<file path="src/rtl/lazy_addsub.sv">
module lazy_addsub #(
  parameter int W  = 256,
  parameter int CW = 54
) (
  input  logic         clk,
  input  logic         rst_n,
  input  logic         start,
  input  logic         sub,
  input  logic [W-1:0] a,
  input  logic [W-1:0] b,
  input  logic [W-1:0] off4m,
  output logic [W-1:0] result,
  output logic         busy,
  output logic         done,
  output logic         oor
);
  localparam int NCH = (W + CW - 1) / CW;
  localparam int PW  = NCH * CW;
  localparam int IW  = $clog2(NCH + 1);

  logic [PW-1:0] s_q, c_q, r_q;
  logic [W-1:0]  lim_q;
  logic [IW-1:0] idx_q;
  logic          cy_q;

  wire           take = start && !busy;
  wire [W-1:0]   bx   = sub ? ~b : b;
  wire [W-1:0]   mx   = sub ? off4m : '0;
  wire [W-1:0]   cs_s = a ^ bx ^ mx;
  wire [W-1:0]   maj  = (a & bx) | (a & mx) | (bx & mx);
  wire [W-1:0]   cs_c = {maj[W-2:0], 1'b0};
  wire [CW:0]    csum = {1'b0, s_q[CW-1:0]} + {1'b0, c_q[CW-1:0]} + {{CW{1'b0}}, cy_q};

  always_ff @(posedge clk or negedge rst_n) begin
    if (!rst_n) begin
      s_q   <= '0;
      c_q   <= '0;
      r_q   <= '0;
      lim_q <= '0;
      idx_q <= '0;
      cy_q  <= 1'b0;
      busy  <= 1'b0;
      done  <= 1'b0;
    end else begin
      done <= 1'b0;
      if (take) begin
        s_q   <= PW'(cs_s);
        c_q   <= PW'(cs_c);
        cy_q  <= sub;
        lim_q <= off4m;
        idx_q <= '0;
        busy  <= 1'b1;
      end else if (busy) begin
        s_q   <= s_q >> CW;
        c_q   <= c_q >> CW;
        r_q   <= {csum[CW-1:0], r_q[PW-1:CW]};
        cy_q  <= csum[CW];
        idx_q <= idx_q + 1'b1;
        if (idx_q == IW'(NCH - 1)) begin
          busy <= 1'b0;
          done <= 1'b1;
        end
      end
    end
  end

  assign result = r_q[W-1:0];
  assign oor    = done && ({1'b0, result} >= {lim_q, 1'b0});
endmodule

</file>
<file path="config.mk">
export PLATFORM = sky130hd
export DESIGN_NAME = lazy_addsub
export DESIGN_NICKNAME = d
export VERILOG_FILES = /design/src/rtl/lazy_addsub.sv
export SDC_FILE = /design/constraint.sdc
export NUM_CORES = 2
export LEC_CHECK = 0
export BUFFER_PORTS_ARGS = -buffer_cell sky130_fd_sc_hd__buf_2
export CORE_AREA = 5 5 400 402
export CTS_BUF_LIST = sky130_fd_sc_hd__clkbuf_16
export CTS_CLUSTER_DIAMETER = 50
export DETAILED_ROUTE_END_ITERATION = 6
export DIE_AREA = 0 0 405 407
export PLACE_DENSITY = 0.58
export SLEW_MARGIN = 20
export SYNTH_ARGS = -nofsm -noshare
export SYNTH_HDL_FRONTEND = slang
export SYNTH_SLANG_ARGS = --single-unit
</file>
<file path="constraint.sdc">
create_clock -name clk -period 3.85 [get_ports clk]
set_clock_uncertainty 0.2 [all_clocks]
set_input_delay 0.385 -clock clk [delete_from_list [all_inputs] [get_ports clk]]
set_output_delay 0.385 -clock clk [all_outputs]
set_load 0.05 [all_outputs]
</file>
==> out/results.ini <==
[placement]
dpl_worst_slack_ns = -0.258
dp.cells = 9398
placed_cell_area_um2 = 69400
port_buffers = 1030
hpwlAfterDp_mm = 177
gp_congestion = 0.926

[drt]
drc = 0
ant_nets = 0
via_per_inst = 5.08
first_iter_violations = 3666
wl_mm = 232
wire_per_inst_um = 22.6
dr.pass1.iters = 6
dr_total_vias = 52055

[logic_synthesis]
syn_nets = 8070
synth-simple-area-share = 0.101
yosysSeqAreaShare = 0.414
synth_compound_gate_area_share = 0.118
ys.flop_type = dfrtp_1
ys_ff_latch = 1044
synth_top_family_by_area = adder cells
yosys_warnings = 0
synth_cell_types = 75
async_flop_share = 1.00
synthXorXnorAreaFrac = 0.0422
synth.avg_cell_area_um2 = 9.38
netlist_area_um2 = 63100
synth_cells = 6731
synthMuxAreaShare = 0.0848
synth_adder_area_share = 0.143
synth_edf_count = 0

[setup_path]
crit_arrival_ns = 3.81
crit_path_cell_trace = ha_1 > nand4_1 > or3_4 > or3_4 > buf_4 > nor3_2 > a2111oi_0 > o21ai_1 > nor3_1 > nor2_1 > a211oi_2 > o2bb2ai_2 > buf_12
worstSetupStartpointType = flop
slowest_stage = or3_4
cp-end-kind = output pin
critPathMaxStageDelay_ns = 0.43
required_ns = 3.26
crit_top_cell = or3_4
critical_path_peak_fanout = 2
path_class = reg2out

[global_route]
grt_use_total = 0.277
antenna_found_initial = 33
grt_pass1_vias = 53543
grt_pass1_wl_mm = 343
grt_max_degree = 226
grt_overflow = 0

[power]
p_leak_uw = 0.0404
pwr-share-comb = 0.458
pwr-share-seq = 0.313
ir_drop_mv = 0.463
sw_frac_of_total = 0.438
power_density_nw_per_um2 = 736
p_int_uw = 33200
p_switching_uw = 25900
clock_power_share = 0.229

[hold_path]
hold_path_class = in2reg

[cells_and_area]
area_growth_pct = 27.1
fin_cells = 10245
final_area_um2 = 80200
nets = 9395
drive_gt1_frac = 0.215

[die]
coreArea_um2 = 156000
io_pins = 1031
chipWidth_um = 405
fp.dieH_um = 407
rows = 145
die-area_um2 = 165000
initial_core_util = 0.406

[clock_network]
cts_tree = done
ctsHtreeMaxLevel = 4
cts_root_buf = clkbuf_16
cts.sinks = 1044
path_clk_slew_ns = 0.06
insertion_delay_ns = 0.78
clockBufferDepth = 3
cts_made_buffers = 146

[timing]
setup_tns_ns = -0.543
final.min_clock_period_ns = 4.39
hold_violations = 0
slew_viol_final = 0
setup_viol = 1
holdWs_ns = 0.0498
slew-limit-headroom = 0.236
worst_slew_pin_slew_ns = 1.15
fin_ws_ns = -0.543
rsz0062_at_grt = yes
finalCritPeriodShare = 1.14
fmax_mhz = 228

[status]
violations = negative setup slack
status = complete, but fails checks

[run]
max_cap_violations = 0

-- kinds of logic (layout without fill, tap and decap cells) --
kind of cell,count (synthesis),after routing
AO/OA/AOI/OAI,1345,1345
XOR/XNOR,304,304
adder cells (fa/ha/maj),567,567
buffers and inverters,1375,2815
flip-flops,1044,1044
multiplexers,503,503
other,0,16
AND/OR/NAND/NOR,1593,1593
-- critical path: cells and delay by family (launching register included) --
family                     cells  cell delay [ns]
and+or+nand+nor                6             1.44
AOI/OAI and AO/OA              4             0.56
DFF                            1             0.38
buffers and inverters          2             0.33
adders and majority gates      1             0.31
-- layout make-up --
class                   instances  area, um2
flip-flops and latches       1044      26100
well taps                    2058       2570
clock inverters               113       1070
repair buffers               1784      12600
diodes                         16       40.0
inverters                     768       2880
clock buffers                 150       3750
fillers                     14221      75400
multi-input cells            4312      31100
-- sequential cells by signal, indices dropped and copies added (netlist names) --
name,flops
r_q,270
c_q,256
lim_q,256
s_q,256
idx_q,3
busy,1
cy_q,1
done,1
-- power by group through the flow --
stage	combinational [uW]	clock, uW	sequential (uW)
global placement	25900	0	18500
CTS	27000	13800	18500
global route	29600	14200	19000
floorplan	19000	0	17300
detailed placement	26200	0	18600
finish	27000	13500	18500
-- synth_stat cells (16+ instances only) --
library cell / n / area [um2]
nand2_1: 1242 / 4660
dfrtp_1: 1044 / 26100
o21ai_0: 981 / 4910
inv_1: 768 / 2880
ha_1: 310 / 3880
clkbuf_1: 302 / 1130
xnor2_1: 284 / 2490
fa_1: 257 / 5140
buf_4: 256 / 1920
mux2_2: 255 / 2870
mux2i_1: 248 / 2480
nor2_1: 176 / 661
a21o_1: 132 / 991
a21oi_1: 115 / 576
nand4_1: 72 / 450
buf_1: 48 / 180
nor3_1: 23 / 115
xor2_1: 20 / 175
nand3_1: 18 / 90.1
nor2b_1: 16 / 100
-- repair_timing --
action / in CTS / in global routing
hold endpoints to repair: 1368 / 0
gates resized for setup: 27 / 22
buffers inserted: 1 / 3
hold buffers: 565 / 0
pin swaps: 20 / 26
endpoints found under the setup margin: 19 / 16
-- cells in the final DEF, fill, tap and decap left out, types with 72 or more instances in the layout --
| cell type | count |
|---|---|
| a21o_1 | 132 |
| a21oi_1 | 112 |
| buf_2 | 1026 |
| buf_4 | 160 |
| clkbuf_16 | 150 |
| dfrtp_1 | 1043 |
| dlygate4sd3_1 | 564 |
| fa_1 | 255 |
| ha_1 | 308 |
| inv_1 | 789 |
| mux2_2 | 253 |
| mux2i_1 | 248 |
| nand2_1 | 1242 |
| nand4_1 | 72 |
| nor2_1 | 176 |
| o21ai_0 | 979 |
| xnor2_1 | 284 |
-- through the flow --
step | power [uW] | utilization
detailed placement | 44800 | 0.446
finish | 59000 | 0.515
global route | 62800 | 0.515
global placement | 44400 | 0.446
CTS | 59300 | 0.514
floorplan | 36200 | -
-- metal layers --
metal | share of wire | track usage | vias to the layer above
met5 | 0.00068 | 0 | -
met4 | 0.040 | 0.104 | 22
met3 | 0.067 | 0.0643 | 406
met2 | 0.46 | 0.439 | 1593
met1 | 0.43 | 0.372 | 25682
li1 | - | - | 24352
-- worst paths after layout --
check / endpoint / from / slack (ns) / depth (start not counted)
min in group asynchronous: s_q[26] / rst_n / 0.26 / 3
max in group asynchronous: c_q[191] / rst_n / 2.34 / 3
max reg2reg: r_q[265] / c_q[0] / 0.15 / 13
min: s_q[119] / a[119] / 0.05 / 6
min reg2reg: c_q[27] / c_q[81] / 0.27 / 2
max: oor / r_q[101] / -0.54 / 13
(Power assumes the default switching activity.)
